File: src/rtl/fce_pkg.sv
package fce_pkg;

  localparam int OPC_BITS    = 8;
  localparam int ADDR_BYTES  = 4;
  localparam int DATA_BYTES  = 8;
  localparam int DUMMY_W     = 5;
  localparam int ADDR_W      = 8 * ADDR_BYTES;
  localparam int DATA_W      = 8 * DATA_BYTES;
  localparam int ACNT_W      = $clog2(ADDR_BYTES);
  localparam int DCNT_W      = $clog2(DATA_BYTES);
  localparam int BIT_IDX_W   = $clog2(DATA_W);
  localparam int BITCNT_W    = BIT_IDX_W + 1;

  typedef enum logic [2:0] {
    PH_IDLE  = 3'd0,
    PH_OPC   = 3'd1,
    PH_ADDR  = 3'd2,
    PH_MODE  = 3'd3,
    PH_DUMMY = 3'd4,
    PH_WR    = 3'd5,
    PH_RD    = 3'd6
  } fce_phase_e;

  typedef struct packed {
    logic [OPC_BITS-1:0] opcode;
    logic [DUMMY_W-1:0]  dummy;
    logic                addr_en;
    logic [ACNT_W-1:0]   addr_cnt;
    logic                mode_en;
    logic [7:0]          mode_bits;
    logic                wr_en;
    logic [DCNT_W-1:0]   wr_cnt;
    logic                rd_en;
    logic [DCNT_W-1:0]   rd_cnt;
    logic [ADDR_W-1:0]   address;
    logic [DATA_W-1:0]   wdata;
  } fce_cfg_t;

  // Whether a given phase takes part in the command
  function automatic logic phase_on(fce_phase_e ph, fce_cfg_t c);
    logic on;
    case (ph)
      PH_OPC:   on = 1'b1;
      PH_ADDR:  on = c.addr_en;
      PH_MODE:  on = c.mode_en;
      PH_DUMMY: on = (c.dummy != '0);
      PH_WR:    on = c.wr_en;
      PH_RD:    on = c.rd_en;
      default:  on = 1'b0;
    endcase
    return on;
  endfunction

  // First enabled phase after ph in fixed order; PH_IDLE when none is left
  function automatic fce_phase_e next_phase(fce_phase_e ph, fce_cfg_t c);
    fce_phase_e nxt;
    logic       found;
    nxt   = PH_IDLE;
    found = 1'b0;
    for (int p = 1; p <= 6; p++) begin
      if (!found && (p > int'(ph)) && phase_on(fce_phase_e'(p), c)) begin
        nxt   = fce_phase_e'(p);
        found = 1'b1;
      end
    end
    return nxt;
  endfunction

  // Number of serial bits in a phase
  function automatic logic [BITCNT_W-1:0] phase_len(fce_phase_e ph, fce_cfg_t c);
    logic [BITCNT_W-1:0] len;
    case (ph)
      PH_OPC:   len = BITCNT_W'(OPC_BITS);
      PH_ADDR:  len = BITCNT_W'({c.addr_cnt, 3'b000}) + BITCNT_W'(8);
      PH_MODE:  len = BITCNT_W'(8);
      PH_DUMMY: len = BITCNT_W'(c.dummy);
      PH_WR:    len = BITCNT_W'({c.wr_cnt, 3'b000}) + BITCNT_W'(8);
      PH_RD:    len = BITCNT_W'({c.rd_cnt, 3'b000}) + BITCNT_W'(8);
      default:  len = '0;
    endcase
    return len;
  endfunction

  // Position inside a 64-bit buffer of serial bit b: byte b/8, MSB first
  function automatic logic [BIT_IDX_W-1:0] data_pos(logic [BITCNT_W-1:0] b);
    return {b[BIT_IDX_W-1:3], ~b[2:0]};
  endfunction

endpackage

File: src/rtl/fce_sclk_gen.sv
module fce_sclk_gen #(
  parameter int HALF_PERIOD = 2
) (
  input  logic clk,
  input  logic rst_n,
  input  logic start,
  input  logic run,
  output logic sclk,
  output logic rise_tick,
  output logic fall_tick
);

  localparam int CNT_W = (HALF_PERIOD > 1) ? $clog2(HALF_PERIOD) : 1;
  localparam logic [CNT_W-1:0] CNT_LAST = CNT_W'(HALF_PERIOD - 1);

  logic [CNT_W-1:0] cnt_q, cnt_d;
  logic             hi_q, hi_d;
  logic             half_end;

  assign half_end  = run && !start && (cnt_q == CNT_LAST);
  assign rise_tick = half_end && !hi_q;
  assign fall_tick = half_end && hi_q;
  assign sclk      = hi_q;

  always_comb begin
    cnt_d = cnt_q;
    hi_d  = hi_q;
    if (start || !run) begin
      cnt_d = '0;
      hi_d  = 1'b0;
    end else if (half_end) begin
      cnt_d = '0;
      hi_d  = !hi_q;
    end else begin
      cnt_d = cnt_q + CNT_W'(1);
    end
  end

  always_ff @(posedge clk or negedge rst_n) begin
    if (!rst_n) begin
      cnt_q <= '0;
      hi_q  <= 1'b0;
    end else begin
      cnt_q <= cnt_d;
      hi_q  <= hi_d;
    end
  end

endmodule

File: src/rtl/fce_sequencer.sv
module fce_sequencer
  import fce_pkg::*;
(
  input  logic                clk,
  input  logic                rst_n,
  input  logic                start,
  input  fce_cfg_t            cfg,
  input  logic                fall_tick,
  output fce_phase_e          phase,
  output logic [BITCNT_W-1:0] bit_cnt,
  output logic                busy,
  output logic                cs_n,
  output logic                mosi
);

  fce_phase_e          phase_q, phase_d, phase_nx;
  logic [BITCNT_W-1:0] bit_q, bit_d, len;
  logic                cs_q, cs_d;
  logic                last_bit;
  logic [4:0]          addr_pos;
  logic [BIT_IDX_W-1:0] wr_pos;

  assign len      = phase_len(phase_q, cfg);
  assign last_bit = (bit_q == len - BITCNT_W'(1));
  assign phase_nx = next_phase(phase_q, cfg);

  always_comb begin
    phase_d = phase_q;
    bit_d   = bit_q;
    cs_d    = cs_q;
    if (start) begin
      phase_d = PH_OPC;
      bit_d   = '0;
      cs_d    = 1'b0;
    end else if ((phase_q != PH_IDLE) && fall_tick) begin
      if (last_bit) begin
        phase_d = phase_nx;
        bit_d   = '0;
        if (phase_nx == PH_IDLE) cs_d = 1'b1;
      end else begin
        bit_d = bit_q + BITCNT_W'(1);
      end
    end
  end

  // Transmit bit selection from the captured command
  assign addr_pos = {cfg.addr_cnt, 3'b111} - bit_q[4:0];
  assign wr_pos   = data_pos(bit_q);

  always_comb begin
    case (phase_q)
      PH_OPC:  mosi = cfg.opcode[~bit_q[2:0]];
      PH_ADDR: mosi = cfg.address[addr_pos];
      PH_MODE: mosi = cfg.mode_bits[~bit_q[2:0]];
      PH_WR:   mosi = cfg.wdata[wr_pos];
      default: mosi = 1'b0;
    endcase
  end

  always_ff @(posedge clk or negedge rst_n) begin
    if (!rst_n) begin
      phase_q <= PH_IDLE;
      bit_q   <= '0;
      cs_q    <= 1'b1;
    end else begin
      phase_q <= phase_d;
      bit_q   <= bit_d;
      cs_q    <= cs_d;
    end
  end

  assign phase   = phase_q;
  assign bit_cnt = bit_q;
  assign busy    = (phase_q != PH_IDLE);
  assign cs_n    = cs_q;

endmodule

File: src/rtl/fce_rx_capture.sv
module fce_rx_capture
  import fce_pkg::*;
(
  input  logic                clk,
  input  logic                rst_n,
  input  logic                clear,
  input  logic                sample,
  input  logic [BITCNT_W-1:0] bit_cnt,
  input  logic                miso,
  output logic [DATA_W-1:0]   rdata
);

  logic [DATA_W-1:0]    rd_q, rd_d;
  logic [BIT_IDX_W-1:0] pos;

  assign pos = data_pos(bit_cnt);

  always_comb begin
    rd_d = rd_q;
    if (clear) begin
      rd_d = '0;
    end else if (sample) begin
      rd_d[pos] = miso;
    end
  end

  always_ff @(posedge clk or negedge rst_n) begin
    if (!rst_n) begin
      rd_q <= '0;
    end else if (clear || sample) begin
      rd_q <= rd_d;
    end
  end

  assign rdata = rd_q;

endmodule

File: src/rtl/flash_cmd_engine.sv
module flash_cmd_engine
  import fce_pkg::*;
#(
  parameter int HALF_PERIOD = 2,
  parameter int SYNC_STAGES = 2
) (
  input  logic                clk,
  input  logic                rst_n,
  input  logic                exec_req,
  input  logic [OPC_BITS-1:0] opcode,
  input  logic [DUMMY_W-1:0]  dummy_cycles,
  input  logic                addr_en,
  input  logic [ACNT_W-1:0]   addr_cnt,
  input  logic                mode_en,
  input  logic [7:0]          mode_bits,
  input  logic                wr_en,
  input  logic [DCNT_W-1:0]   wr_cnt,
  input  logic                rd_en,
  input  logic [DCNT_W-1:0]   rd_cnt,
  input  logic [ADDR_W-1:0]   address,
  input  logic [31:0]         wdata_lo,
  input  logic [31:0]         wdata_hi,
  input  logic                miso,
  output logic                busy,
  output logic                cs_n,
  output logic                sclk,
  output logic                mosi,
  output logic [31:0]         rdata_lo,
  output logic [31:0]         rdata_hi
);

  // Reset: asserted asynchronously, released after SYNC_STAGES clocks
  logic [SYNC_STAGES-1:0] rst_pipe;
  logic                   rst_sync_n;

  always_ff @(posedge clk or negedge rst_n) begin
    if (!rst_n) rst_pipe <= '0;
    else        rst_pipe <= {rst_pipe[SYNC_STAGES-2:0], 1'b1};
  end
  assign rst_sync_n = rst_pipe[SYNC_STAGES-1];

  fce_cfg_t            cfg_in, cfg_q;
  logic                start;
  logic                rise_tick, fall_tick;
  fce_phase_e          phase;
  logic [BITCNT_W-1:0] bit_cnt;
  logic [DATA_W-1:0]   rdata;

  assign cfg_in = '{opcode:    opcode,
                    dummy:     dummy_cycles,
                    addr_en:   addr_en,
                    addr_cnt:  addr_cnt,
                    mode_en:   mode_en,
                    mode_bits: mode_bits,
                    wr_en:     wr_en,
                    wr_cnt:    wr_cnt,
                    rd_en:     rd_en,
                    rd_cnt:    rd_cnt,
                    address:   address,
                    wdata:     {wdata_hi, wdata_lo}};

  assign start = exec_req && !busy;

  always_ff @(posedge clk or negedge rst_sync_n) begin
    if (!rst_sync_n) cfg_q <= '0;
    else if (start)  cfg_q <= cfg_in;
  end

  fce_sclk_gen #(.HALF_PERIOD(HALF_PERIOD)) u_sclk (
    .clk       (clk),
    .rst_n     (rst_sync_n),
    .start     (start),
    .run       (busy),
    .sclk      (sclk),
    .rise_tick (rise_tick),
    .fall_tick (fall_tick)
  );

  fce_sequencer u_seq (
    .clk       (clk),
    .rst_n     (rst_sync_n),
    .start     (start),
    .cfg       (cfg_q),
    .fall_tick (fall_tick),
    .phase     (phase),
    .bit_cnt   (bit_cnt),
    .busy      (busy),
    .cs_n      (cs_n),
    .mosi      (mosi)
  );

  fce_rx_capture u_rx (
    .clk     (clk),
    .rst_n   (rst_sync_n),
    .clear   (start && rd_en),
    .sample  (rise_tick && (phase == PH_RD)),
    .bit_cnt (bit_cnt),
    .miso    (miso),
    .rdata   (rdata)
  );

  assign rdata_lo = rdata[31:0];
  assign rdata_hi = rdata[DATA_W-1:32];

endmodule

File: config.mk
export PLATFORM = sky130hd
export DESIGN_NAME = flash_cmd_engine
export DESIGN_NICKNAME = d
export VERILOG_FILES = /design/src/rtl/fce_pkg.sv /design/src/rtl/fce_sclk_gen.sv /design/src/rtl/fce_sequencer.sv /design/src/rtl/fce_rx_capture.sv /design/src/rtl/flash_cmd_engine.sv
export SDC_FILE = /design/constraint.sdc
export NUM_CORES = 1
export LEC_CHECK = 0
export ABC_AREA = 1
export BUFFER_PORTS_ARGS = -buffer_cell sky130_fd_sc_hd__buf_2
export CAP_MARGIN = 10
export CELL_PAD_IN_SITES_DETAIL_PLACEMENT = 1
export CELL_PAD_IN_SITES_GLOBAL_PLACEMENT = 1
export CORE_UTILIZATION = 30
export CTS_CLUSTER_SIZE = 30
export DETAILED_ROUTE_END_ITERATION = 6
export PLACE_DENSITY = 0.65
export SYNTH_ARGS = -nofsm -noshare
export SYNTH_HDL_FRONTEND = slang
export SYNTH_SLANG_ARGS = --single-unit
File: constraint.sdc
create_clock -name clk -period 8.3 [get_ports clk]
set_input_delay 1.66 -clock clk [delete_from_list [all_inputs] [get_ports clk]]
set_output_delay 1.66 -clock clk [all_outputs]
set_load 0.05 [all_outputs]
# Word level (Yosys, flattened, before mapping)
# Cells that the tools add are included.
op_classes:
  add_sub_neg: 7
  n_lt_le_gt_ge: 10
  eq_ne: 7
  n_mux: 40
  bitwise_logic: 1
  reduce_logical: 41
op_table:
  columns: ["operator", "n"]
  rows:
  - ["2-to-1 mux 64 bit", 2]
  - ["bitwise mux 64 bit", 1]
  - ["one-hot mux 7 bit (5 select lines)", 1]
  - ["2-to-1 mux 7 bit", 3]
  - ["logical AND 1 bit", 19]
  - ["2-to-1 mux 1 bit", 19]
  - ["2-to-1 mux 3 bit", 6]
  - ["adder 6 x 4 -> 7 bit (second input constant)", 2]
  - ["nonzero test 2 bit", 5]
  - ["== test 3 bit (second input constant)", 3]
  - ["> comparator 3 bit (first input constant)", 3]
  - ["logical NOT 1 bit", 8]
  - ["adder 7 x 1 -> 7 bit (second input constant)", 1]
  - ["== test 7 bit", 1]
  - ["< comparator 6 x 7 -> 1 bit (second input constant)", 1]
  - ["subtractor 7 x 1 -> 7 bit (second input constant)", 1]
  - ["adder 5 x 4 -> 6 bit (second input constant)", 1]
  - ["binary-select mux 1 bit (select 3 bit)", 2]
  - ["binary-select mux 1 bit (select 6 bit)", 1]
  - ["demux 1 bit (select 6 bit)", 1]
  - ["== test 3 x 2 -> 1 bit (second input constant)", 2]
  - ["greater-or-equal comparator 6 x 1 -> 1 bit (second input constant)", 1]
  - ["> comparator 2 x 3 -> 1 bit (first input constant)", 2]
  - ["< comparator 5 x 6 -> 1 bit (second input constant)", 1]
  - ["other kinds (16)", 19]
word_totals:
  reg_bits: 208
  out_inout_bits: 68

# Longest topological paths before layout
# Gate-level depths: netlist of the first run.
depth:
  ltp_word: 27
  mapped_depth: 19

# Hierarchy
# From an unflattened synthesis of the first run, not the netlist that was laid out.
unflattened:
  cells_unflattened: 1516
  hier_area_um2: 11009.3
by_module_without_submodules:
  columns: ["module", "instances", "cells_per_inst", "area_each_um2", "seq_area_each_um2"]
  rows:
  - ["flash_cmd_engine", 1, 568, 5128.7, 3278.1]
  - ["fce_rx_capture", 1, 511, 3430.8, 1601.5]
  - ["fce_sequencer", 1, 425, 2351.0, 276.5]
  - ["fce_sclk_gen", 1, 12, 98.8, 50.0]

# Least setup slack after synthesis of the first run
# Ideal clock, no wire load.
synth_path:
  path_kind: "register -> output"
  from: "reg u_seq.bit_q[0] (netlist: u_seq.bit_cnt[0])"
  to: "out mosi"
  arrival_time_ns: 2.010
  setup_slack_ns: 4.630
  path_stages_with_launch: 9
  path_cell_list: "dfrtp_1 clkbuf_1 inv_1 nand3_1 buf_2 o22ai_1 o41ai_1 nand2_1 nand3b_1"
synth_via:
  elab_chain_cells: 4
  word_cells_on_any_way: 11
  cone_classes: "add/sub (1); mux (9); bitwise (1)"
synth_rtl:
  columns: ["item", "line", "rtl"]
  rows:
  - ["from (decl)", "fce_sequencer.sv:17", "logic [BITCNT_W-1:0] bit_q, bit_d, len;"]
  - ["from (signal assigned)", "fce_sequencer.sv:67", "bit_q <= bit_d;"]
  - ["subtractor 5 bit / inverter 3 bit (equally long branches)", null, null]
  - ["binary-select mux 1 bit (select 5 bit), or another cell as far along", "fce_sequencer.sv:53", "PH_ADDR: mosi = cfg.address[addr_pos];"]
  - ["2-to-1 mux 1 bit, on equally long branches", null, null]
  - ["one-hot mux 1 bit (4 select lines) (*)", "fce_sequencer.sv:51", "case (phase_q)"]
  - ["to (decl)", "flash_cmd_engine.sv:27", "output logic mosi,"]
# Mark *: on every way between the ends. The rest lies on a longest branch, timed or not. The select of a mux whose other input is x is not followed.

# Worst setup path in the final report of the first run
layout_path:
  from: "reg u_seq.bit_q[1] (netlist: u_seq.bit_cnt[1])"
  to: "out mosi"
# The elaborated chain is that of the path after synthesis.

==> metrics.md, run 1 <==
| Metric | Value |
|---|---|
| Setup repair after global routing missed its margin | false |
| Sum of negative setup slack | 0 ns |
| Number of clock sinks | 208 |
| Cell area after layout | 0.0119 sq mm |
| Number of search-and-repair iterations in the first detailed-routing pass | 5 |
| Launch instance of the worst min-delay path | rst_pipe[0] |
| Die ar. | 0.0335 sq mm |
| Final setup violation count | 0 |
| Number of global-route vias before repair | 9,555 |
| Library cell contributing the largest single delay on the critical path | sky130_fd_sc_hd__nand3_1 |
| Horizontal extent of the die | roughly 180 um |
| Crit path required time | 6.64 ns |
| Psw | 0.000474 W |
| Post-synthesis adder-cell area fraction | 0.00635 |
| Fraction of post-synthesis cell area in the top cell type by area | 0.526 |
| XOR/XNOR Fraction of Synth Area | 0.00534 |
| Total Routing Usage GR | 0.210 |
| Clock network power share | 0.485 |
| Fraction of layout cells with a size suffix above 1 | 0.184 |
| Top achievable clock speed | 197 MHz |
| Status | complete, no violations |
| Maximum Capacitance Violations | 0 |
| Final hold slack | ~0.35 ns |
| Hold Violations, Final | 0 |
| Worst Tran Pin Value | 1.09 ns |
| Sequential group share of total power | 0.482 |
| Routed wire per std cell | 18.6 um |
| Standby leakage power | 6.12 nW |
| Number of port buffers | 200 |
| Final non-filler cell total | between 1,500 and 2,000 |
| CTS Buf Count | 25 |
| Multiplexer share of the synthesized area | 0 |
| Initial core utilization | 0.308 |
| Hold-fix buffers at CTS | 0 |
| Type of origin of the critical path | flop |
| Post-synth net total | between 1,000 and 1,500 |
| Largest voltage drop on the vdd net | 0.000148 V |
| Ys async rst share | 1.00 |
| Detailed placement HPWL | 25.4 mm |
| Cell Chain, Critical Path | inv_1 > nand3_1 > inv_1 > a22oi_1 > o2111ai_1 > nand2_1 > nand3b_1 > nand3_1 > nand3b_1 > buf_2 |
| Mapped Cells | 1,238 |
| Post-route clock period utilization | 0.612 |
| Critical Path End Type | output port |
| Syn. warnings | 0 |
| Post CTS Setup Buffer Count | 0 |
| Area taken by multi-input logic gates | 0.00385 sq mm |
| Ratio of routed vias to standard cells | 4.88 |
| Pin count of the biggest net entering global routing | 112 |
| Die Height | 183 um |
| Inserted Diodes | 0 |
| Worst slew margin relative to its limit | 0.271 |
| Clock tree root driver cell | sky130_fd_sc_hd__clkbuf_16 |
| WHS Endpoint | rst_pipe[1] |
| Post-DP Area | 0.0112 sq mm |
| Number of routed nets with antenna violations | 0 |
| Setup Crit Path Kind | reg -> out |
| Number of design-rule violations left by the first detailed-router iteration | 618 |
| Length in cells of the worst reg-to-reg path | 8 |
| Relative contribution of combinational cells to total power | 0.033 |
| Internal portion of total power | 0.00166 W |
| Total gr overflow | 0 |
| Post-Route Utilization | 0.374 |
| Placer congestion estimate | 0.812 |
| Core region area | around 0.032 sq mm |
| Slack of the worst reg-to-reg path | between 5 and 6 ns |
| Final Critical Period | about 5.1 ns |
| Ratio of total power to cell area | between 150 and 200 mW/mm^2 |
| Fillers | slightly below 4,000 |
| Area of all sequential standard cells | between 0.005 and 0.006 sq mm |
| Number of enable-type register cells in the synthesized netlist | 0 |
| TritonCTS clock tree | done |
| WP data arrival | approximately 3.4 ns |
| Max-slew violation total from the final report | 0 |
| Area contributors post-synth | sky130_fd_sc_hd__dfrtp_1 53%, sky130_fd_sc_hd__nand2_1 14%, sky130_fd_sc_hd__o21ai_0 6.7% |
| Flip-flop and latch count after synthesis | 208 |
| Wire length after detailed routing | 34.7 mm |
| Simple-Gate Fraction of Synth Area | 0.232 |
| Count of cells along the worst hold path | 0 |
| Maximum buffer depth of the clock tree | 3 |
| Mean instance size in the synthesized netlist | 7.95 sq um |
| Delay contributed by the slowest stage of the critical path | 0.71 ns |
| Antenna violations before repair | 0 |
| Cell variety after synth | 40 |
| R2R Path Start | u_seq.phase[2] |
| Share of the yosys chip area belonging to registers | 0.529 |
| Layout area overhead | 21.3% |
| Clock-pin slew reported for the worst setup and hold paths after clock tree synthesis | 0.06 ns |
| Count of nets after finishing | 1,546 |
| DRC Markers | 0 |
| Area of the mapped netlist | about 0.0098 sq mm |
| Cell type contributing the most total cell area after synthesis | sky130_fd_sc_hd__dfrtp_1 |
| Maximum fanout encountered on the critical timing path | 17 |
| Sw frac | 0.222 |
| R2r endpoint | cfg_q[57] |
| Num ports | 201 |
| Main combinational cell family by area after synthesis | simple AND/OR/NAND/NOR gates |
| Top delay family on crit path | simple AND/OR/NAND/NOR gates |
| Synth Flop Type | sky130_fd_sc_hd__dfrtp_1 |
| Hold Crit Class | reg -> reg |
| DP Cell Count | 1,816 |
| Synthesized-area fraction occupied by ao, oa, aoi and oai cells | 0.148 |
| Rows | 65 |
| Wire length of the first global-routing pass | 54.7 mm |
| Clock latency on the worst-skew pair | 0.53 ns |
| Buffers & Inverters on Critical Path | 3 |
| Worst setup skew after layout | 0.0249 ns |
| CTS-repair resized insts | 0 |
| Vias after detailed routing | between 9,000 and 10,000 |
| Number of H-tree branching levels | 1 |
## power groups by stage
stage / Sequential, W / Combinational [W] / Clock [W]
2_1_floorplan: 0.00106 / 0.00000631 / 0
3_3_place_gp: 0.00105 / 0.0000711 / 0
3_5_place_dp: 0.00105 / 0.0000714 / 0
4_1_cts: 0.00103 / 0.0000717 / 0.00106
5_1_grt: 0.00103 / 0.0000776 / 0.00110
6_report: 0.00103 / 0.0000696 / 0.00103
## registers in the layout (all words and copies together), names as in the netlist
name           flops
rst_pipe           2
u_sclk.cnt_q       1
cfg_q            129
u_seq.phase        3
u_seq.cs_n         1
u_seq.bit_cnt      7
u_sclk.sclk        1
u_rx.rdata        64
## placed cells by master (no fill, tap or decap), types with 35 or more instances in the layout
master                    netlist  final
sky130_fd_sc_hd__o21ai_0      132    132
sky130_fd_sc_hd__dfrtp_1      207    206
sky130_fd_sc_hd__o22ai_1       35     35
sky130_fd_sc_hd__nor3_1        36     36
sky130_fd_sc_hd__inv_1        133    132
sky130_fd_sc_hd__nor2_1        56     55
sky130_fd_sc_hd__nand2_1      373    373
sky130_fd_sc_hd__nand3_1       59     59
sky130_fd_sc_hd__buf_2         20    200
sky130_fd_sc_hd__a21oi_1       73     73
## how the worst max path moves through the flow
stage / start / to / slack (ns) / cells past startpoint
CTS: u_seq.bit_cnt[1] / mosi / 3.16 / 14
floorplan: rst_pipe[1] / cfg_q[0] / 2.08 / 0
detailed placement: u_seq.bit_cnt[1] / mosi / 3.72 / 14
finish: u_seq.bit_cnt[1] / mosi / 3.22 / 10
global route: u_seq.bit_cnt[1] / mosi / 2.95 / 10
global placement: u_seq.bit_cnt[2] / mosi / 3.88 / 12
## through the flow
stage	worst slack (ns)	power, W
after global placement	3.88	0.00112
after detailed placement	3.72	0.00112
after floorplan	2.08	0.00107
final	3.22	0.00213
after CTS	3.16	0.00216
after global routing	2.95	0.00220
## cells in the mapped netlist, types with 3 or more instances
master,count
sky130_fd_sc_hd__nand2_2,4
sky130_fd_sc_hd__nor3_1,36
sky130_fd_sc_hd__nand3b_1,6
sky130_fd_sc_hd__nand2_1,373
sky130_fd_sc_hd__nand3_1,59
sky130_fd_sc_hd__a311oi_1,3
sky130_fd_sc_hd__nor2_1,56
sky130_fd_sc_hd__dfrtp_1,207
sky130_fd_sc_hd__buf_2,20
sky130_fd_sc_hd__inv_2,4
sky130_fd_sc_hd__nor2_2,4
sky130_fd_sc_hd__o2111ai_1,7
sky130_fd_sc_hd__xor2_1,5
sky130_fd_sc_hd__a21oi_1,73
sky130_fd_sc_hd__a22oi_1,7
sky130_fd_sc_hd__clkbuf_1,41
sky130_fd_sc_hd__nand4_1,5
sky130_fd_sc_hd__o21ai_0,132
sky130_fd_sc_hd__o22ai_1,35
sky130_fd_sc_hd__ha_1,5
sky130_fd_sc_hd__inv_1,133
## area by class of cell
class | count | area share
clock buffer | 38 | 0.0590
tap | 435 | 0.0456
sequential | 208 | 0.436
clock inverter | 6 | 0.00513
inverter | 139 | 0.0441
multi-input combinational | 828 | 0.323
timing repair buffer | 206 | 0.0875
## logic make-up after synthesis
family	count (synthesis)
flops	208
compound gates	266
xor+xnor	6
buf+inv	202
fa+ha+maj	5
simple gates	550
other cells	1
## routing by layer
metal	vias to the layer above	part of all wire	global-route usage
met4	0	0.023	0.0543
met1	4421	0.46	0.284
met5	-	0	0
li1	4366	-	-
met2	246	0.47	0.355
met3	48	0.041	0.0276
(Power assumes the default switching activity.)
==> inputs of run 2 (changes only) <==
--- a/config.mk
+++ b/config.mk
@@ -5,7 +5,7 @@
 export SDC_FILE = /design/constraint.sdc
 export NUM_CORES = 1
 export LEC_CHECK = 0
-export ABC_AREA = 1
+export ABC_AREA = 0
 export BUFFER_PORTS_ARGS = -buffer_cell sky130_fd_sc_hd__buf_2
 export CAP_MARGIN = 10
 export CELL_PAD_IN_SITES_DETAIL_PLACEMENT = 1
@@ -13,7 +13,7 @@
 export CORE_UTILIZATION = 30
 export CTS_CLUSTER_SIZE = 30
 export DETAILED_ROUTE_END_ITERATION = 6
-export PLACE_DENSITY = 0.65
+export PLACE_DENSITY = 0.64
 export SYNTH_ARGS = -nofsm -noshare
 export SYNTH_HDL_FRONTEND = slang
 export SYNTH_SLANG_ARGS = --single-unit
==> constraint.sdc (replaced) <==
create_clock -name clk -period 4.7 [get_ports clk]
set_input_delay 0.94 -clock clk [delete_from_list [all_inputs] [get_ports clk]]
set_output_delay 0.94 -clock clk [all_outputs]
set_load 0.05 [all_outputs]
==> run 2 against run 1 <==
  * First-iteration DRC count shrank 22%
  * Cell count shrank 4.2%
  * Combinational power increased to 40 times the previous value
  * Non-clock buffer count increased by 9
  * Worst hold slack worse by 0.15 ns
  * Setup slack got worse by 3.0 ns
  * Total power grew to 3.7 times the previous value
  * Synthesized cell count is 7.4% lower
  * Count of clock-buffer cells in the layout down 4
  * Register-to-register slack worse by 4.2 ns
  * Clock skew shrank 0.013 ns
  * Largest cell class unchanged
==> metrics.md, run 2 <==
| Metric | Value |
|---|---|
| Post-synth net total | 1,285 (-6.6%) |
| Clock-pin slew reported for the worst setup and hold paths after clock tree synthesis | 0.07 ns (about the same) |
| Die ar. | 0.0347 sq mm (+3.3%) |
| Routed wire per std cell | 17.8 um (-4.5%) |
| Status | complete, no violations |
| Final setup violation count | 0 (unchanged) |
| Sum of negative setup slack | 0 ns (unchanged) |
| Post-route clock period utilization | 0.943 |
| Number of clock sinks | 208 (unchanged) |
| Post-DP Area | 0.0116 sq mm (+3.4%) |
| Flip-flop and latch count after synthesis | 208 (unchanged) |
| Core region area | 0.0334 sq mm (+4.7%) |
| Largest voltage drop on the vdd net | 0.000235 V (+59%) |
| TritonCTS clock tree | done |
| Worst slew margin relative to its limit | 0.233 (-0.0380) |
| Clock tree root driver cell | sky130_fd_sc_hd__clkbuf_16 |
| Top achievable clock speed | 226 MHz |
| Vias after detailed routing | 8,599 (-5.3%) |
| Top delay family on crit path | flip-flops |
| Final hold slack | 0.198 ns (-0.153 ns) |
| Type of origin of the critical path | flop |
| Num ports | 201 (unchanged) |
| Delay contributed by the slowest stage of the critical path | 0.70 ns (about the same) |
| Maximum Capacitance Violations | 0 (unchanged) |
| Detailed placement HPWL | 22.8 mm (-10%) |
| Inserted Diodes | 0 (unchanged) |
| Post CTS Setup Buffer Count | 0 (unchanged) |
| Max-slew violation total from the final report | 0 (unchanged) |
| Layout area overhead | 22.3% |
| Hold-fix buffers at CTS | 0 (unchanged) |
| Maximum buffer depth of the clock tree | 3 (unchanged) |
| Area taken by multi-input logic gates | 0.00463 sq mm (+20%) |
| DRC Markers | 0 (unchanged) |
| Fillers | 3,922 (-0.20%) |
| Setup Crit Path Kind | reg -> out |
| Placer congestion estimate | 0.781 (-3.8%) |
| Rows | 67 (+3.1%) |
| Worst setup skew after layout | 0.0114 ns (-0.0135 ns) |
| Initial core utilization | 0.304 (-0.00385) |
| Mean instance size in the synthesized netlist | 8.87 sq um (+12%) |
| Final Critical Period | about 4.4 ns |
| Dominant cell type by count on the critical path | sky130_fd_sc_hd__o22ai_1 |
| Maximum fanout encountered on the critical timing path | 22 (+5) |
| Ratio of routed vias to standard cells | 4.83 (-1.1%) |
| Cell Chain, Critical Path | buf_4 > mux4_2 > mux2i_1 > o22ai_1 > nor4_1 > o22ai_1 > buf_2 |
| Cell area after layout | 0.0124 sq mm (+4.1%) |
| Cell variety after synth | 63 (+57%) |
| Horizontal extent of the die | 186 um (+1.6%) |
| Standby leakage power | 6.39 nW (+4.3%) |
| Area of all sequential standard cells | 0.00522 sq mm (about the same) |
| Hold Violations, Final | 0 (unchanged) |
| Hold Crit Class | in -> async |
| Ratio of total power to cell area | 633 mW/mm^2 (+260%) |
| Count of nets after finishing | 1,453 (-6.0%) |
| Number of search-and-repair iterations in the first detailed-routing pass | 5 (unchanged) |
| Pin count of the biggest net entering global routing | 168 (+50%) |
| Ys async rst share | 1.00 (unchanged) |
| Critical Path End Type | output port |
| Buffers & Inverters on Critical Path | 2 (-1) |
| Die Height | 186 um (+1.6%) |
| Library cell contributing the largest single delay on the critical path | sky130_fd_sc_hd__dfrtp_2 |
| CTS Buf Count | 25 (unchanged) |
| R2R Path Start | u_seq.phase[2] |
| Wire length of the first global-routing pass | 50.2 mm (-8.2%) |
| Critical path depth | 7 (-3) |
| Crit path required time | 3.76 ns (-2.88 ns) |
| Mapped Cells | 1,147 (-7.4%) |
| Slack of the worst reg-to-reg path | 1.20 ns (-4.16 ns) |
| Length in cells of the worst reg-to-reg path | 10 (+2) |
| Clock latency on the worst-skew pair | 0.52 ns (about the same) |
| Wire length after detailed routing | 31.7 mm (-8.5%) |
| Commonest non-fill, non-tap cell in the layout | sky130_fd_sc_hd__nand2_1 |
| Total Routing Usage GR | 0.187 (-0.0237) |
| Commonest cells in the synthesized netlist | 447 x sky130_fd_sc_hd__nand2_1, 207 x sky130_fd_sc_hd__dfrtp_1, 74 x sky130_fd_sc_hd__nor2_1 |
| Number of global-route vias before repair | 9,006 (-5.7%) |
| Fraction of layout cells with a size suffix above 1 | 0.230 (+0.0457) |
| WP data arrival | 3.49 ns (+0.07 ns) |
| Number of routed nets with antenna violations | 0 (unchanged) |
| CTS-repair resized insts | 0 (unchanged) |
| Antenna violations before repair | 0 (unchanged) |
| Share of the yosys chip area belonging to registers | 0.512 (-0.0171) |
| Area of the mapped netlist | 0.0102 sq mm (+3.3%) |
| Top library cells by usage in the layout, fill and taps aside | 446 x sky130_fd_sc_hd__nand2_1, 204 x sky130_fd_sc_hd__dfrtp_1, 200 x sky130_fd_sc_hd__buf_2 |
| Number of H-tree branching levels | 1 (unchanged) |
| Critical Path Source | u_seq.bit_cnt[1] |
| Area contributors post-synth | sky130_fd_sc_hd__dfrtp_1 51%, sky130_fd_sc_hd__nand2_1 16%, sky130_fd_sc_hd__mux2i_1 4.8% |
| Number of port buffers | 200 (unchanged) |
| Flip-flop count of the largest register after layout | 129 (unchanged) |
| Setup repair after global routing missed its margin | false |
| Worst Tran Pin Value | 1.15 ns (+0.0638 ns) |
| R2r endpoint | u_seq.phase[1] |
| End of the critical path | mosi |
| Number of design-rule violations left by the first detailed-router iteration | 484 (-22%) |
| Fraction of post-synthesis cell area in the top cell type by area | 0.509 (-0.0170) |
| Synth Flop Type | sky130_fd_sc_hd__dfrtp_1 |
| Register with the most flip-flops | cfg_q |
| Number of enable-type register cells in the synthesized netlist | 0 (unchanged) |
| Syn. warnings | 0 (unchanged) |
| Cell type contributing the most total cell area after synthesis | sky130_fd_sc_hd__dfrtp_1 |
| Total gr overflow | 0 (unchanged) |
| Most repeated cell in the gate-level netlist after synthesis | sky130_fd_sc_hd__nand2_1 |
[run 2: cell types whose count changed after synthesis, moves of 29 or more]
cell                      previous run  this run
sky130_fd_sc_hd__nand2_1           373       447
sky130_fd_sc_hd__nand3_1            59        30
sky130_fd_sc_hd__inv_1             133         9
sky130_fd_sc_hd__o22ai_1            35         5
sky130_fd_sc_hd__o21ai_0           132        45
sky130_fd_sc_hd__mux2i_1             0        49
[run 2: cell type report]
type / instances / share of cell area
sequential: 208 / 0.419
multi-input combinational: 856 / 0.372
timing repair buffer: 215 / 0.0905
clock buffer: 34 / 0.0578
tap: 448 / 0.0451
clock inverter: 11 / 0.0129
inverter: 9 / 0.00272
[run 2: logic make-up after synthesis]
logic type,Yosys count,synth area share
buf+inv,83,0.0347
compound gates,153,0.0991
flops,208,0.512
fa+ha+maj,5,0.00615
xor+xnor,11,0.00947
simple gates,615,0.249
mux,71,0.0892
other cells,1,0.000369
[run 2: routing by layer]
| metal | part of all wire | vias up | wire length, um | global-route usage |
|---|---|---|---|---|
| met5 | 0 | - | 0 | 0 |
| met4 | 0.018 | 0 | 582 | 0.0426 |
| met3 | 0.039 | 40 | 1250 | 0.0230 |
| met2 | 0.49 | 171 | 15400 | 0.311 |
| met1 | 0.46 | 4236 | 14500 | 0.258 |
| li1 | - | 4152 | - | - |
[run 2: worst min path at each step]
stage	start	endpoint	cells after the start
4_1_cts	rst_n	rst_pipe[1]	1
6_report	rst_n	rst_pipe[1]	1
5_1_grt	rst_n	rst_pipe[1]	1
3_5_place_dp	rst_pipe[0]	rst_pipe[1]	0
3_3_place_gp	rst_pipe[0]	rst_pipe[1]	0
2_1_floorplan	rst_pipe[0]	rst_pipe[1]	0
[run 2: report_power, final]
group | switching [W] | internal [W] | leakage (nW)
Sequential | 0.000558 | 0.00248 | 2.63
Clock | 0.000772 | 0.00129 | 0.431
Combinational | 0.00178 | 0.00100 | 3.32
Total | 0.00311 | 0.00477 | 6.39
[run 2: stage by stage]
stage | utilization | total power (W) | cells | worst slack, ns
2_1_floorplan | - | 0.00500 | 1147 | 1.23
3_5_place_dp | 0.346 | 0.00589 | 1736 | 0.746
4_1_cts | 0.372 | 0.00799 | 1781 | 0.185
3_3_place_gp | 0.346 | 0.00579 | 1736 | 0.821
6_report | 0.372 | 0.00788 | 1781 | 0.269
5_1_grt | 0.372 | 0.00840 | 1781 | 0.0730
==> inputs of run 3 (changes only) <==
==> constraint.sdc (replaced) <==
create_clock -name clk -period 4.9 [get_ports clk]
set_input_delay 0.98 -clock clk [delete_from_list [all_inputs] [get_ports clk]]
set_output_delay 0.98 -clock clk [all_outputs]
set_load 0.05 [all_outputs]
==> run 3 against run 2 <==
  * Clock skew up 0.00071 ns
  * Largest cell class unchanged
  * Count of clock-buffer cells in the layout decreased by 3
  * Flip-flop and latch count is the same
  * Global-route usage rose by 0.13 points
  * Clock power down 5%
  * Utilization fell by 0.075 points
  * Non-clock buffer count fell by 2
  * First-iteration DRC count shrank 25%
  * Critical path depth rose by 2
  * Final area down 0.20%
  * Register-to-register slack gained 0.06 ns
==> metrics.md, run 3 (synthesis gave the netlist of run 2 again) <==
| Metric | Value |
|---|---|
| Setup Crit Path Kind | reg -> out |
| Ratio of routed vias to standard cells | 4.88 (+1.1%) |
| Fraction of layout cells with a size suffix above 1 | 0.229 (-0.000234) |
| TritonCTS clock tree | done |
| Final Critical Period | 4.46 ns |
| Top achievable clock speed | 224 MHz |
| Worst setup skew after layout | 0.0121 ns (+0.000707 ns) |
| DP Cell Count | 1,734 (-0.12%) |
| Sum of negative setup slack | 0 ns (unchanged) |
| Hold Violations, Final | 0 (unchanged) |
| Register with the most flip-flops | cfg_q |
| Worst Tran Pin Value | 1.20 ns (+0.0490 ns) |
| Max-slew violation total from the final report | 0 (unchanged) |
| Cell Chain, Critical Path | buf_4 > inv_1 > nand2_1 > o22ai_1 > o21ai_0 > o211ai_1 > nor4_2 > o22ai_1 > buf_2 |
| Number of port buffers | 200 (unchanged) |
| Number of clock sinks | 208 (unchanged) |
| Clock latency on the worst-skew pair | 0.52 ns (about the same) |
| Pin count of the biggest net entering global routing | 92 (-45%) |
| Num ports | 201 (unchanged) |
| Standby leakage power | 6.37 nW (-0.25%) |
| Sw frac | 0.400 (+0.00530) |
| Hold Crit Class | in -> async |
| Total gr overflow | 0 (unchanged) |
| Detailed placement HPWL | 23.3 mm (+1.9%) |
| Status | complete, no violations |
| Psw | 0.00302 W (-2.7%) |
| Top delay family on crit path | buffers and inverters |
| Horizontal extent of the die | 186 um (unchanged) |
| Number of H-tree branching levels | 1 (unchanged) |
| Flip-flop count of the largest register after layout | 129 (unchanged) |
| Hold-fix buffers at CTS | 0 (unchanged) |
| Die Height | 186 um (unchanged) |
| Maximum fanout encountered on the critical timing path | 17 (-23%) |
| Crit path required time | 3.92 ns (+0.16 ns) |
| Commonest non-fill, non-tap cell in the layout | sky130_fd_sc_hd__nand2_1 |
| Wire length of the first global-routing pass | 50.5 mm (+0.72%) |
| Top library cells by usage in the layout, fill and taps aside | 446 x sky130_fd_sc_hd__nand2_1, 204 x sky130_fd_sc_hd__dfrtp_1, 200 x sky130_fd_sc_hd__buf_2 |
| Layout area overhead | 22.0% |
| Post CTS Setup Buffer Count | 0 (unchanged) |
| Delay contributed by the slowest stage of the critical path | 0.72 ns (+0.02 ns) |
| Worst slew margin relative to its limit | 0.195 (-0.0388) |
| Setup repair after global routing missed its margin | false |
| Final non-filler cell total | 1,778 (-0.17%) |
| Post-DP Area | 0.0115 sq mm (-0.13%) |
| Die ar. | 0.0347 sq mm (unchanged) |
| Clock-pin slew reported for the worst setup and hold paths after clock tree synthesis | 0.06 ns (about the same) |
| Buffers & Inverters on Critical Path | 3 (+1) |
| WP data arrival | 3.48 ns (about the same) |
| Number of design-rule violations left by the first detailed-router iteration | 364 (-25%) |
| Initial core utilization | 0.304 (unchanged) |
| Number of search-and-repair iterations in the first detailed-routing pass | 4 (-1) |
| Antenna violations before repair | 0 (unchanged) |
| Maximum buffer depth of the clock tree | 3 (unchanged) |
| Internal portion of total power | 0.00454 W (-4.9%) |
| Wire length after detailed routing | 32.5 mm (+2.5%) |
| Clock network power share | 0.259 (-0.002) |
| CTS Buf Count | 24 (-4.0%) |
| Placer congestion estimate | 0.784 (+0.46%) |
| Vias after detailed routing | 8,679 (+0.93%) |
| Ratio of total power to cell area | 609 mW/mm^2 (-3.8%) |
| Relative contribution of combinational cells to total power | 0.345 (-0.008) |
| Count of nets after finishing | 1,450 (-0.21%) |
| Critical Path End Type | output port |
| Post-route clock period utilization | 0.911 |
| Maximum Capacitance Violations | 0 (unchanged) |
| Cell area after layout | 0.0124 sq mm (-0.20%) |
| Number of global-route vias before repair | 9,063 (+0.63%) |
| Number of routed nets with antenna violations | 0 (unchanged) |
| Fillers | 3,921 (-0.025%) |
| Final setup violation count | 0 (unchanged) |
| Inserted Diodes | 0 (unchanged) |
| Sequential group share of total power | 0.396 (+0.010) |
| Rows | 67 (unchanged) |
| Total Routing Usage GR | 0.188 (+0.00126) |
| Type of origin of the critical path | flop |
| Dominant cell type by count on the critical path | sky130_fd_sc_hd__o22ai_1 |
| Largest voltage drop on the vdd net | 0.000237 V (+0.73%) |
| Library cell contributing the largest single delay on the critical path | sky130_fd_sc_hd__dfrtp_1 |
| Core region area | 0.0334 sq mm (unchanged) |
| DRC Markers | 0 (unchanged) |
| Routed wire per std cell | 18.3 um (+2.7%) |
| Clock tree root driver cell | sky130_fd_sc_hd__clkbuf_16 |
-- run 3: cell count changes in the layout (fill, tap and decap cells not counted), sizes merged --
cell	before	now
inv	9	11
buf	215	213
clkbuf	34	31
-- run 3: stage by stage --
step	utilization	power (W)	hold slack, ns	setup WS, ns
3_3_place_gp	0.345	0.00555	0.333	0.900
6_report	0.371	0.00756	0.242	0.437
4_1_cts	0.371	0.00764	0.222	0.256
3_5_place_dp	0.345	0.00564	0.337	0.827
2_1_floorplan	-	0.00480	0.331	1.39
5_1_grt	0.371	0.00803	0.228	0.196
-- run 3: what timing repair did --
action	4_1_cts	5_1_grt
endpoints found under the hold margin	0	0
gates resized for setup	0	1
setup endpoints to repair	0	1
-- run 3: worst reg2reg max path: stages, from the launching register on --
cell and delay (ns):
sky130_fd_sc_hd__dfrtp_1 0.88, sky130_fd_sc_hd__nand3b_2 0.30, sky130_fd_sc_hd__mux2_2 0.35, sky130_fd_sc_hd__ha_1 0.23, sky130_fd_sc_hd__xnor2_1 0.16, sky130_fd_sc_hd__a211oi_1 0.38, sky130_fd_sc_hd__nor2_1 0.13, sky130_fd_sc_hd__nor3b_1 0.21
sky130_fd_sc_hd__o221a_2 0.26, sky130_fd_sc_hd__o2111ai_1 0.23, sky130_fd_sc_hd__o41ai_1 0.40
-- run 3: final cells by class --
| type | instances | area [sq um] | area share |
|---|---|---|---|
| clock inverters | 13 | 178 | 0.0143 |
| well taps | 448 | 561 | 0.0451 |
| clock buffers | 31 | 688 | 0.0554 |
| inverters | 9 | 33.8 | 0.00272 |
| multi-input cells | 856 | 4630 | 0.373 |
| repair buffers | 213 | 1110 | 0.0895 |
| flip-flops and latches | 208 | 5210 | 0.420 |
-- run 3: path summary, 6_finish.rpt --
check | cells after the start | end | start | slack, ns
min | 1 | rst_pipe[1] | rst_n | 0.24
min in group clk | 0 | rst_pipe[1] | rst_pipe[0] | 0.35
max reg2reg | 10 | u_seq.phase[1] | u_seq.phase[1] | 1.26
min reg2reg | 0 | rst_pipe[1] | rst_pipe[0] | 0.35
max | 9 | mosi | u_seq.bit_cnt[0] | 0.44
max in group asynchronous | 1 | u_seq.bit_cnt[2] | rst_pipe[1] | 3.14
-- run 3: power groups by stage --
stage	Combinational (W)	Sequential, W	Clock (W)
floorplan	0.00158	0.00322	0
global route	0.00287	0.00309	0.00206
detailed placement	0.00260	0.00303	0
finish	0.00261	0.00299	0.00196
global placement	0.00252	0.00303	0
CTS	0.00263	0.00301	0.00200
-- run 3: routing by layer --
| layer | global-route usage | share of wire | vias to the layer above |
|---|---|---|---|
| met4 | 0.0472 | 0.023 | 0 |
| li1 | - | - | 4155 |
| met1 | 0.254 | 0.45 | 4278 |
| met2 | 0.316 | 0.48 | 191 |
| met5 | 0 | 0 | - |
| met3 | 0.0265 | 0.041 | 55 |
